`src/rtl/ook_pkg.sv`:
```
`timescale 1ns/1ps
package ook_pkg;
  typedef enum logic [2:0] {
    ST_IDLE,
    ST_FRAME_A,
    ST_GAP_A,
    ST_FRAME_B,
    ST_GAP_B
  } ook_state_e;

  // Round a duration in ns to whole clock cycles, minimum one.
  function automatic int ns_to_cycles(longint clk_hz, longint dur_ns);
    longint c;
    c = (clk_hz * dur_ns + 64'd500_000_000) / 64'd1_000_000_000;
    if (c < 1) c = 1;
    return int'(c);
  endfunction
endpackage

```
`src/rtl/ook_interval_timer.sv`:
```
`timescale 1ns/1ps
module ook_interval_timer #(
  parameter int W = 8
) (
  input  logic         clk,
  input  logic         rst_n,
  input  logic         clr,
  input  logic [W-1:0] limit,
  output logic         last
);
  logic [W-1:0] cnt;

  assign last = (cnt == limit);

  always_ff @(posedge clk) begin
    if (!rst_n || clr || last) cnt <= '0;
    else                       cnt <= cnt + 1'b1;
  end
endmodule

```
`src/rtl/ook_frame_shifter.sv`:
```
`timescale 1ns/1ps
module ook_frame_shifter #(
  parameter int F = 8
) (
  input  logic         clk,
  input  logic         rst_n,
  input  logic         load,
  input  logic [F-1:0] frame_in,
  input  logic         shift,
  output logic         msb,
  output logic         last_bit
);
  localparam int IW = (F > 1) ? $clog2(F) : 1;
  localparam logic [IW-1:0] LAST_IDX = IW'(F - 1);

  logic [F-1:0]  sh;
  logic [IW-1:0] idx;

  assign msb      = sh[F-1];
  assign last_bit = (idx == LAST_IDX);

  always_ff @(posedge clk) begin
    if (!rst_n) begin
      sh  <= '0;
      idx <= '0;
    end else if (load) begin
      sh  <= frame_in;
      idx <= '0;
    end else if (shift) begin
      sh  <= {sh[F-2:0], 1'b0};
      idx <= idx + 1'b1;
    end
  end
endmodule

```
`src/rtl/ook_pair_ctrl.sv`:
```
`timescale 1ns/1ps
module ook_pair_ctrl
  import ook_pkg::*;
(
  input  logic       clk,
  input  logic       rst_n,
  input  logic       play_en,
  input  logic       seg_last,
  input  logic       last_bit,
  output ook_state_e state,
  output logic       load_pair,
  output logic       load_b,
  output logic       shift,
  output logic       sof_q
);
  ook_state_e nxt;

  always_comb begin
    nxt       = state;
    load_pair = 1'b0;
    load_b    = 1'b0;
    shift     = 1'b0;
    unique case (state)
      ST_IDLE: if (play_en) begin
        load_pair = 1'b1;
        nxt       = ST_FRAME_A;
      end
      ST_FRAME_A: if (seg_last) begin
        if (last_bit) nxt = ST_GAP_A;
        else          shift = 1'b1;
      end
      ST_GAP_A: if (seg_last) begin
        load_b = 1'b1;
        nxt    = ST_FRAME_B;
      end
      ST_FRAME_B: if (seg_last) begin
        if (last_bit) nxt = ST_GAP_B;
        else          shift = 1'b1;
      end
      ST_GAP_B: if (seg_last) begin
        if (play_en) begin
          load_pair = 1'b1;
          nxt       = ST_FRAME_A;
        end else begin
          nxt = ST_IDLE;
        end
      end
      default: nxt = ST_IDLE;
    endcase
  end

  always_ff @(posedge clk) begin
    if (!rst_n) begin
      state <= ST_IDLE;
      sof_q <= 1'b0;
    end else begin
      state <= nxt;
      sof_q <= load_pair | load_b;
    end
  end
endmodule

```
`src/rtl/ook_pair_serializer.sv`:
```
`timescale 1ns/1ps
module ook_pair_serializer
  import ook_pkg::*;
#(
  parameter int      FRAME_BITS = 83,
  parameter int      NUM_CODES  = 4,
  parameter longint  CLK_HZ     = 50_000_000,
  parameter longint  BIT_NS     = 504_000,
  parameter longint  GAP_NS     = 100_400_000,
  parameter int      SEL_W      = (NUM_CODES > 1) ? $clog2(NUM_CODES) : 1,
  parameter logic [NUM_CODES*2*FRAME_BITS-1:0] CODE_LIB =
    {(NUM_CODES*2*FRAME_BITS/4){4'b1001}}
) (
  input  logic             clk,
  input  logic             rst_n,
  input  logic             play_en,
  input  logic [SEL_W-1:0] code_sel,
  output logic             rf_key,
  output logic             busy,
  output logic             frame_start
);
  localparam int F       = FRAME_BITS;
  localparam int BIT_CYC = ns_to_cycles(CLK_HZ, BIT_NS);
  localparam int GAP_CYC = ns_to_cycles(CLK_HZ, GAP_NS);
  localparam int MAX_CYC = (BIT_CYC > GAP_CYC) ? BIT_CYC : GAP_CYC;
  localparam int TW      = $clog2(MAX_CYC + 1);
  localparam logic [TW-1:0] BIT_LIM = TW'(BIT_CYC - 1);
  localparam logic [TW-1:0] GAP_LIM = TW'(GAP_CYC - 1);

  logic [F-1:0] frame_a [NUM_CODES];
  logic [F-1:0] frame_b [NUM_CODES];

  for (genvar k = 0; k < NUM_CODES; k++) begin : g_lib
    assign frame_a[k] = CODE_LIB[k*2*F + F +: F];
    assign frame_b[k] = CODE_LIB[k*2*F     +: F];
  end

  ook_state_e       state;
  logic             load_pair, load_b, shift, sof_q;
  logic             seg_last, last_bit, msb;
  logic             in_gap, in_frame;
  logic [SEL_W-1:0] code_q;
  logic [SEL_W-1:0] sel_safe;
  logic [F-1:0]     frame_mux;

  assign in_gap   = (state == ST_GAP_A)   || (state == ST_GAP_B);
  assign in_frame = (state == ST_FRAME_A) || (state == ST_FRAME_B);
  assign sel_safe = (int'(code_sel) < NUM_CODES) ? code_sel : '0;
  assign frame_mux = load_pair ? frame_a[sel_safe] : frame_b[code_q];

  always_ff @(posedge clk) begin
    if (!rst_n)         code_q <= '0;
    else if (load_pair) code_q <= sel_safe;
  end

  ook_pair_ctrl u_ctrl (
    .clk       (clk),
    .rst_n     (rst_n),
    .play_en   (play_en),
    .seg_last  (seg_last),
    .last_bit  (last_bit),
    .state     (state),
    .load_pair (load_pair),
    .load_b    (load_b),
    .shift     (shift),
    .sof_q     (sof_q)
  );

  ook_interval_timer #(.W(TW)) u_timer (
    .clk   (clk),
    .rst_n (rst_n),
    .clr   (state == ST_IDLE),
    .limit (in_gap ? GAP_LIM : BIT_LIM),
    .last  (seg_last)
  );

  ook_frame_shifter #(.F(F)) u_shift (
    .clk      (clk),
    .rst_n    (rst_n),
    .load     (load_pair | load_b),
    .frame_in (frame_mux),
    .shift    (shift),
    .msb      (msb),
    .last_bit (last_bit)
  );

  assign rf_key      = in_frame & msb;
  assign busy        = (state != ST_IDLE);
  assign frame_start = sof_q;
endmodule

```
`config.mk`:
```
export PLATFORM = sky130hd
export DESIGN_NAME = ook_pair_serializer
export DESIGN_NICKNAME = d
export VERILOG_FILES = /design/src/rtl/ook_pkg.sv /design/src/rtl/ook_interval_timer.sv /design/src/rtl/ook_frame_shifter.sv /design/src/rtl/ook_pair_ctrl.sv /design/src/rtl/ook_pair_serializer.sv
export SDC_FILE = /design/constraint.sdc
export NUM_CORES = 1
export LEC_CHECK = 0
export BUFFER_PORTS_ARGS = -buffer_cell sky130_fd_sc_hd__buf_2
export CELL_PAD_IN_SITES_DETAIL_PLACEMENT = 2
export CELL_PAD_IN_SITES_GLOBAL_PLACEMENT = 2
export CORE_MARGIN = 2
export CORE_UTILIZATION = 41
export CTS_BUF_LIST = sky130_fd_sc_hd__clkbuf_2 sky130_fd_sc_hd__clkbuf_4 sky130_fd_sc_hd__clkbuf_8
export DETAILED_ROUTE_END_ITERATION = 8
export MAX_ROUTING_LAYER = met4
export PLACE_DENSITY_LB_ADDON = 0.1
export SKIP_LAST_GASP = 1
export SYNTH_ARGS = -nofsm -noshare
export SYNTH_HDL_FRONTEND = slang
export SYNTH_HIERARCHICAL = 1
export SYNTH_SLANG_ARGS = --single-unit
export TNS_END_PERCENT = 1
```
`constraint.sdc`:
```
create_clock -name clk -period 5.38 [get_ports clk]
set_clock_uncertainty 0.05 [all_clocks]
set_input_delay 0.807 -clock clk [delete_from_list [all_inputs] [get_ports clk]]
set_output_delay 0.807 -clock clk [all_outputs]
set_load 0.02 [all_outputs]
```
==> results_dict.tcl, run 1 <==
set metrics [dict create \
    final.setup.worst_slack_ns 1.06 \
    cts_inserted_buffers 17 \
    cts_hold_buffers 0 \
    cp-start-kind "flop" \
    final-hold-violation-count 0 \
    cts_post_setup_buffers_inserted 0 \
    numClockSinks 118 \
    grt_setup_unrepaired "false" \
    cp_max_fo 108 \
    die_w_um 123 \
    cts_tree "built" \
    dieArea_sq_mm 0.0152 \
    fmaxAchievable_mhz 231 \
    io_buffer_count 6 \
    finalWeightedCongestion 0.772 \
    synthToLayoutAreaGrowth_pct 11.1 \
    asyncSetResetFlopFracSynth_pct 0 \
    globalRouteOverflowTotal 0 \
    synthesis.yosys.warnings 6 \
    synth.distinct_cells 42 \
    reg2reg_slack_ns 1.06 \
    synth_top_cell_area_share_pct 40.4 \
    num_antenna_cells 0 \
    critPathMaxStageDelay_ns 0.57 \
    worstPathCellList "xor2_1, nand2b_1, xor2_1, nor4_1, nand4_1, nor2_1, nand2b_1, and3_4, or2_4, buf_12, o21ai_0, and2_1" \
    dr.first_iter.drc_count 167 \
    htreeDepth 4 \
    standard_cell_with_the_maximum_stage_delay_on_the_critical_path "sky130_fd_sc_hd__dfxtp_1" \
    grt_start_max_net_pins 109 \
    routed-via-count 4552 \
    setup_tns_ns 0 \
    ir_drop_uv 179 \
    seq_area_frac_synth_pct 40.4 \
    worstSetupEndpointType "flop" \
    first_global_vias 4836 \
    most_common_cell_after_layout_fill_and_taps_aside "sky130_fd_sc_hd__dfxtp_1" \
    route.detailed.drc 0 \
    hold_ws_ns 0.442 \
    p_leak_nw 2.32 \
    firstDrtPassIters 4 \
    dp_hpwl_um 8490 \
    yosysTopAreaCell "sky130_fd_sc_hd__dfxtp_1" \
    antenna_found_initial 0 \
    ys_seq_elements 118 \
    cp_data_arrival_time_ns 4.61 \
    synth_edf_count 0 \
    cts_buffer_depth 2 \
    num-nets-final 678 \
    power.sequential.fraction_pct 45.1 \
    core_area_sq_mm 0.0139 \
    layout-drive-gt1-share_pct 9.08 \
    worst-endpoint-required_ns 5.67 \
    share_comb_of_total_power_pct 8.6 \
    worst_hold_path_type "reg -> reg" \
    drtAntennaViolNets 0 \
    routed_via_density 5.27 \
    cp_num_buf_inv 1 \
    worst_skew_pair.late_latency_ns 0.45 \
    floorplan.rows 43 \
    setup_viol_count_final 0 \
    cpLargestDelayFamily "simple AND/OR/NAND/NOR gates" \
    cap_viol_max_count 0 \
    cts.clk_slew.worst_paths_ns 0.07 \
    period_minus_slack_ns 4.32 \
    leading_cell_types_by_total_area_after_synthesis "sky130_fd_sc_hd__dfxtp_1 (40%), sky130_fd_sc_hd__mux2i_1 (14%), sky130_fd_sc_hd__and2_1 (8.8%)" \
    clk_root_buf "sky130_fd_sc_hd__clkbuf_8" \
    max-slew-margin-rel_pct 32.3 \
    dominantRegCellSynth "sky130_fd_sc_hd__dfxtp_1" \
    avgRoutedWirePerCell_um 17.0 \
    i_o_pin_total 8 \
    cell_internal_pwr_w 0.00159 \
    groute.usage.overall_pct 21.0 \
    synth_cells 670 \
    place_worst_setup_slack_ns 1.22 \
    fp.dieH_um 123 \
    powerDensity_mw_per_mm2 321 \
    power_switching_share_pct 23.6 \
    clock_power_share_pct 46.3 \
    run_status "complete, no violations" \
    post-route-period-util_pct 80.4 \
    syn_area_sq_mm 0.00584 \
    routed_wl_um 14700 \
    timing_worst_setup_path_type "reg -> reg" \
    mostFrequentLayoutCells "sky130_fd_sc_hd__dfxtp_1 (118), sky130_fd_sc_hd__nand2_1 (96), sky130_fd_sc_hd__o21ai_0 (84)" \
    final_core_util_pct 46.8 \
    transition_time_of_the_tightest_slew_check_pin_ns 1.02 \
    report.final.slew_viol_count 0 \
    initial_utilization_pct 42.1 \
    switchingPower_w 0.000491 \
    postSynthAreaPerCell_sq_um 8.72 \
    grt_first_pass_wirelength_um 23900 \
    ctsResizeCount 0 \
]
worst min-delay path, delay by kind of cell, from the launching register on:
kind            cells  cell delay [ns]
flops               1             0.32
compound gates      2             0.13
through the flow:
step / total power (W) / std cells / instance area (sq um)
after floorplan: 0.00108 / 679 / 5870
after global placement: 0.00112 / 831 / 6020
after detailed placement: 0.00114 / 831 / 6020
after CTS: 0.00211 / 863 / 6490
after global routing: 0.00219 / 863 / 6490
final: 0.00208 / 863 / 6490
routing by layer:
metal | global-route usage, % | routed length (um) | up-vias
met5 | - | 0 | -
met3 | 5.40 | 298 | 9
li1 | - | - | 2242
met1 | 22.8 | 6360 | 2271
met2 | 37.4 | 7860 | 30
met4 | 6.68 | 159 | 0
power by group through the flow:
| stage | registers, W | clock network [W] | logic (W) |
|---|---|---|---|
| after floorplan | 0.000952 | 0 | 0.000129 |
| after global placement | 0.000957 | 0 | 0.000164 |
| after detailed placement | 0.000959 | 0 | 0.000179 |
| after CTS | 0.000940 | 0.000991 | 0.000183 |
| after global routing | 0.000944 | 0.00104 | 0.000206 |
| final | 0.000940 | 0.000965 | 0.000178 |
cell usage after synthesis (all sizes together) (4+ instances only):
cell,count
nor4,8
nor3b,5
and3,4
nand2b,5
and2,82
inv,6
mux2i,83
nor2,37
clkbuf,23
nand2,96
xnor2,11
xor2,39
nand3,12
nor3,5
a21oi,5
dfxtp,118
o21ai,86
nand4,9
buf,17
path summary, 6_finish.rpt:
check | from | cells after the start | to
max reg2reg | u_ctrl/state[2] | 12 | u_shift/sh[29]
min reg2reg | u_shift/idx[6] | 2 | u_shift/idx[6]
min | u_shift/idx[6] | 2 | u_shift/idx[6]
max | u_ctrl/state[2] | 12 | u_shift/sh[29]
flip-flops by register name (all words and copies together) (netlist names):
signal / cells
u_shift/sh: 83
u_timer/cnt: 23
u_shift/idx: 7
u_ctrl/state: 3
code_q: 1
u_ctrl/sof_q: 1
cells by family after synthesis:
kind of cell,after synthesis,share of synthesized area [%]
and+or+nand+nor,272,24.7
DFF,118,40.4
AOI/OAI and AO/OA,96,8.55
muxes,83,14.2
xor gates and xnor gates,50,7.50
buffers and inverters,46,3.77
adders and majority gates,3,0.643
other,2,0.129
layout make-up:
| cell class | count | area (sq um) |
|---|---|---|
| sequential | 118 | 2360 |
| inverter | 6 | 22.5 |
| multi-input combinational | 515 | 3310 |
| fill | 1552 | 7390 |
| tap | 180 | 225 |
| clock inverter | 9 | 170 |
| timing repair buffer | 12 | 100 |
| clock buffer | 23 | 304 |
(Power assumes the default switching activity.)
==> run 2: changes to the inputs <==
clock period = 4.2 ns   (was 5.38 ns; I/O delays follow)
==> results_dict.tcl, run 2 (synthesis gave the netlist of run 1 again) <==
set metrics [dict create \
    run_status "complete, no violations" \
    cts.clk_slew.worst_paths_ns 0.07 \
    core_area_sq_mm 0.0139 \
    cts_buffer_depth 2 \
    antenna_found_initial 0 \
    grt_first_pass_wirelength_um 25400 \
    synthToLayoutAreaGrowth_pct 12.7 \
    routed_wl_um 15200 \
    layout-drive-gt1-share_pct 10.1 \
    first_global_vias 5091 \
    cap_viol_max_count 0 \
    dieArea_sq_mm 0.0152 \
    fillerInstances 1500 \
    numClockSinks 118 \
    max_reg_flops 83 \
    dp.cells 838 \
    finish.instance_area_sq_mm 0.00658 \
    final-hold-violation-count 0 \
    grt_start_max_net_pins 65 \
    grt_setup_unrepaired "false" \
    top_register "u_shift/sh" \
    cts_tree "built" \
    finalWeightedCongestion 0.784 \
    firstDrtPassIters 6 \
    routed_via_density 5.30 \
    dr.first_iter.drc_count 154 \
    floorplan.rows 43 \
    worstSetupEndpointType "flop" \
    worst_hold_path_type "reg -> reg" \
    cp-start-kind "flop" \
    post-layout-total-power_w 0.00269 \
    detailed_place.area_sq_mm 0.00611 \
    io_buffer_count 6 \
    cts_inserted_buffers 17 \
    groute.usage.overall_pct 22.2 \
    period_minus_slack_ns 3.83 \
    setup_tns_ns 0 \
    routed-via-count 4612 \
    report.final.slew_viol_count 0 \
    num-nets-final 685 \
    critPathMaxStageDelay_ns 0.58 \
    ir_drop_uv 184 \
    i_o_pin_total 8 \
    worst-endpoint-required_ns 4.48 \
    final_cell_count_no_fill 870 \
    most_common_cell_after_layout_fill_and_taps_aside "sky130_fd_sc_hd__dfxtp_1" \
    die_w_um 123 \
    globalRouteOverflowTotal 0 \
    route.detailed.drc 0 \
    max-slew-margin-rel_pct 56.5 \
    initial_utilization_pct 42.1 \
    num_antenna_cells 0 \
    transition_time_of_the_tightest_slew_check_pin_ns 0.647 \
    cp_num_buf_inv 2 \
    cpLargestDelayFamily "simple AND/OR/NAND/NOR gates" \
    top_regs "u_shift/sh x83, u_timer/cnt x23, u_shift/idx x7" \
    drtAntennaViolNets 0 \
    htreeDepth 4 \
    setup_viol_count_final 0 \
    mostFrequentLayoutCells "sky130_fd_sc_hd__dfxtp_1 (118), sky130_fd_sc_hd__nand2_1 (96), sky130_fd_sc_hd__o21ai_0 (84)" \
    fmaxAchievable_mhz 261 \
    clk_root_buf "sky130_fd_sc_hd__clkbuf_8" \
    avgRoutedWirePerCell_um 17.5 \
    standard_cell_with_the_maximum_stage_delay_on_the_critical_path "sky130_fd_sc_hd__dfxtp_1" \
    fp.dieH_um 123 \
    post-route-period-util_pct 91.1 \
    worst_skew_pair.late_latency_ns 0.45 \
    dp_hpwl_um 8860 \
    cp_data_arrival_time_ns 4.11 \
    powerDensity_mw_per_mm2 408 \
    p_leak_nw 2.37 \
    reg2reg_slack_ns 0.37 \
    cts_post_setup_buffers_inserted 0 \
    cp_max_fo 16 \
    timing_worst_setup_path_type "reg -> reg" \
    worstPathCellList "xor2_1, nand2b_1, xor2_1, nor4_1, nand4_1, nor2_1, nand2b_1, and3_4, mux2i_2, inv_1, buf_4, nand2_1, o21ai_0, and2_1" \
]
[run 2: final timing paths]
check	cells past startpoint	end	startpoint
setup / recovery	14	u_shift/sh[42]	u_ctrl/state[2]
hold / removal	2	u_shift/idx[6]	u_shift/idx[6]
setup reg to reg	14	u_shift/sh[42]	u_ctrl/state[2]
hold reg to reg	2	u_shift/idx[6]	u_shift/idx[6]
[run 2: layout make-up]
cell class                 count  area [sq um]  share of cell area (%)
clock buffer                  23           304                    4.62
clock inverter                 9           170                    2.59
inverter                       6          22.5                   0.342
multi-input combinational    515          3310                    50.3
sequential                   118          2360                    35.9
tap                          180           225                    3.42
timing repair buffer          19           190                    2.89
[run 2: timing repair]
item / CTS / global route
setup endpoints to repair: 0 / 31
resized for setup: 0 / 1
hold buffers: 0 / 0
[run 2: worst min-delay path, stage by stage, from the launching register on]
cell and delay, ns:
sky130_fd_sc_hd__dfxtp_1 0.32, sky130_fd_sc_hd__o21ai_0 0.07, sky130_fd_sc_hd__a21oi_1 0.06
[run 2: routing by layer]
| layer | vias up | share of wire, % | global-route usage (%) | wire length (um) |
|---|---|---|---|---|
| met3 | 23 | 2.4 | 4.75 | 358 |
| met5 | - | 0 | - | 0 |
| met1 | 2293 | 44 | 24.6 | 6710 |
| met4 | 0 | 1.8 | 8.66 | 278 |
| li1 | 2247 | - | - | - |
| met2 | 49 | 52 | 38.7 | 7830 |
[run 2: stage by stage]
step | util [%] | hold slack [ns] | worst slack (ns)
2_1_floorplan | - | 0.397 | 0.100
4_1_cts | 47.4 | 0.454 | 0.272
3_5_place_dp | 44.0 | 0.444 | 0.360
5_1_grt | 47.4 | 0.486 | 0.0222
3_3_place_gp | 44.0 | 0.414 | 0.502
6_report | 47.4 | 0.445 | 0.372
[run 2: report_power, final]
group / switching (W) / internal (W)
Sequential: 0.0000310 / 0.00117
Combinational: 0.000149 / 0.0000929
Clock: 0.000461 / 0.000780
==> run 3: changes to the inputs <==
ABC_AREA = 0   (was default)
CORE_ASPECT_RATIO = 1.1   (was default)
==> results_dict.tcl, run 3 (synthesis gave the netlist of run 1 again) <==
set metrics [dict create \
    layout-drive-gt1-share_pct 10.4 \
    cap_viol_max_count 0 \
    period_minus_slack_ns 3.75 \
    mostFrequentLayoutCells "sky130_fd_sc_hd__dfxtp_1 (118), sky130_fd_sc_hd__nand2_1 (96), sky130_fd_sc_hd__o21ai_0 (84)" \
    floorplan.rows 45 \
    i_o_pin_total 8 \
    clk_root_buf "sky130_fd_sc_hd__clkbuf_8" \
    routed_via_density 5.24 \
    final.setup.worst_slack_ns 0.450 \
    fp.dieH_um 129 \
    route.detailed.drc 0 \
    grt_first_pass_wirelength_um 25200 \
    dp.cells 851 \
    fillerInstances 1560 \
    top_regs "u_shift/sh x83, u_timer/cnt x23, u_shift/idx x7" \
    synthToLayoutAreaGrowth_pct 11.4 \
    initial_utilization_pct 42.2 \
    final-hold-violation-count 0 \
    setup_tns_ns 0 \
    final_cell_count_no_fill 881 \
    powerDensity_mw_per_mm2 364 \
    max_reg_flops 83 \
    timing_worst_setup_path_type "reg -> reg" \
    finalWeightedCongestion 0.761 \
    antenna_found_initial 0 \
    post-route-period-util_pct 89.3 \
    first_global_vias 4998 \
    worst_hold_path_type "reg -> reg" \
    cts_buffer_depth 2 \
    dp_hpwl_um 9350 \
    p_leak_nw 2.34 \
    worstSetupEndpointType "flop" \
    detailed_place.area_sq_mm 0.00616 \
    transition_time_of_the_tightest_slew_check_pin_ns 0.666 \
    avgRoutedWirePerCell_um 16.6 \
    finish.instance_area_sq_mm 0.00651 \
    cts_tree "built" \
    num_antenna_cells 0 \
    io_buffer_count 6 \
    most_common_cell_after_layout_fill_and_taps_aside "sky130_fd_sc_hd__dfxtp_1" \
    dr.first_iter.drc_count 206 \
    num-nets-final 690 \
    cts_post_setup_buffers_inserted 0 \
    cts.clk_slew.worst_paths_ns 0.07 \
    routed_wl_um 14600 \
    max-slew-margin-rel_pct 55.3 \
    grt_setup_unrepaired "false" \
    cp_max_fo 32 \
    ir_drop_uv 177 \
    drtAntennaViolNets 0 \
    worst-endpoint-required_ns 4.49 \
    core_area_sq_mm 0.0139 \
    cts_inserted_buffers 17 \
    cp_data_arrival_time_ns 4.04 \
    dieArea_sq_mm 0.0152 \
    setup_viol_count_final 0 \
    globalRouteOverflowTotal 0 \
    htreeDepth 4 \
    die_w_um 118 \
    top_register "u_shift/sh" \
    run_status "complete, no violations" \
    place_worst_setup_slack_ns 0.207 \
    routed-via-count 4616 \
    grt_start_max_net_pins 72 \
    numClockSinks 118 \
    groute.usage.overall_pct 21.2 \
    firstDrtPassIters 4 \
    cp-start-kind "flop" \
    worst_skew_pair.late_latency_ns 0.44 \
    report.final.slew_viol_count 0 \
    fmaxAchievable_mhz 267 \
]
run 3: metrics by stage:
step                      total power [W]  hold slack [ns]  util, %
after floorplan                   0.00138            0.397        -
after global placement            0.00145            0.414     44.5
after detailed placement          0.00147            0.429     44.5
after CTS                         0.00240            0.444     47.0
after global routing              0.00249            0.481     47.0
final                             0.00237            0.437     47.0
run 3: path summary, 6_finish.rpt:
check,to,start,depth (start not counted),slack (ns)
hold / removal,u_shift/idx[6],u_shift/idx[6],2,0.44
setup / recovery,u_shift/sh[27],u_ctrl/state[1],13,0.45
setup reg to reg,u_shift/sh[27],u_ctrl/state[1],13,0.45
hold reg to reg,u_shift/idx[6],u_shift/idx[6],2,0.44
run 3: metal layers:
metal	wire length (um)	track usage [%]	up-vias
met2	7590	37.9	29
met5	0	-	-
met1	6590	23.9	2322
met3	244	4.05	15
met4	197	7.44	0
li1	-	-	2250
run 3: layout make-up:
type | count | area [sq um] | area share (%)
multi-input cells | 515 | 3300 | 50.8
flip-flops and latches | 118 | 2360 | 36.3
clock buffers | 26 | 320 | 4.92
repair buffers | 24 | 240 | 3.69
well taps | 188 | 235 | 3.61
clock inverters | 4 | 22.5 | 0.346
inverters | 6 | 22.5 | 0.346
run 3: power breakdown:
| part | internal [W] | switching (W) | total [W] |
|---|---|---|---|
| clock | 0.000484 | 0.000434 | 0.000918 |
| sequential | 0.00117 | 0.0000310 | 0.00120 |
| combinational | 0.0000964 | 0.000147 | 0.000244 |
| total | 0.00175 | 0.000612 | 0.00237 |
run 3: worst max-delay path, cell delays in order, from the launching register on:
cell and delay, ns:
sky130_fd_sc_hd__dfxtp_1 0.51, sky130_fd_sc_hd__xor2_1 0.23, sky130_fd_sc_hd__and2b_1 0.42, sky130_fd_sc_hd__xor2_1 0.14, sky130_fd_sc_hd__nor4_1 0.30, sky130_fd_sc_hd__nand4_1 0.22, sky130_fd_sc_hd__nor2_1 0.31, sky130_fd_sc_hd__nand2_1 0.11
sky130_fd_sc_hd__nor3_2 0.21, sky130_fd_sc_hd__buf_12 0.26, sky130_fd_sc_hd__buf_4 0.30, sky130_fd_sc_hd__mux2i_1 0.25, sky130_fd_sc_hd__o21ai_0 0.13, sky130_fd_sc_hd__and2_1 0.17
run 3: timing repair:
| item | CTS | global route |
|---|---|---|
| gates resized for setup | 0 | 1 |
| hold buffers | 0 | 0 |
| setup endpoints to repair | 0 | 21 |
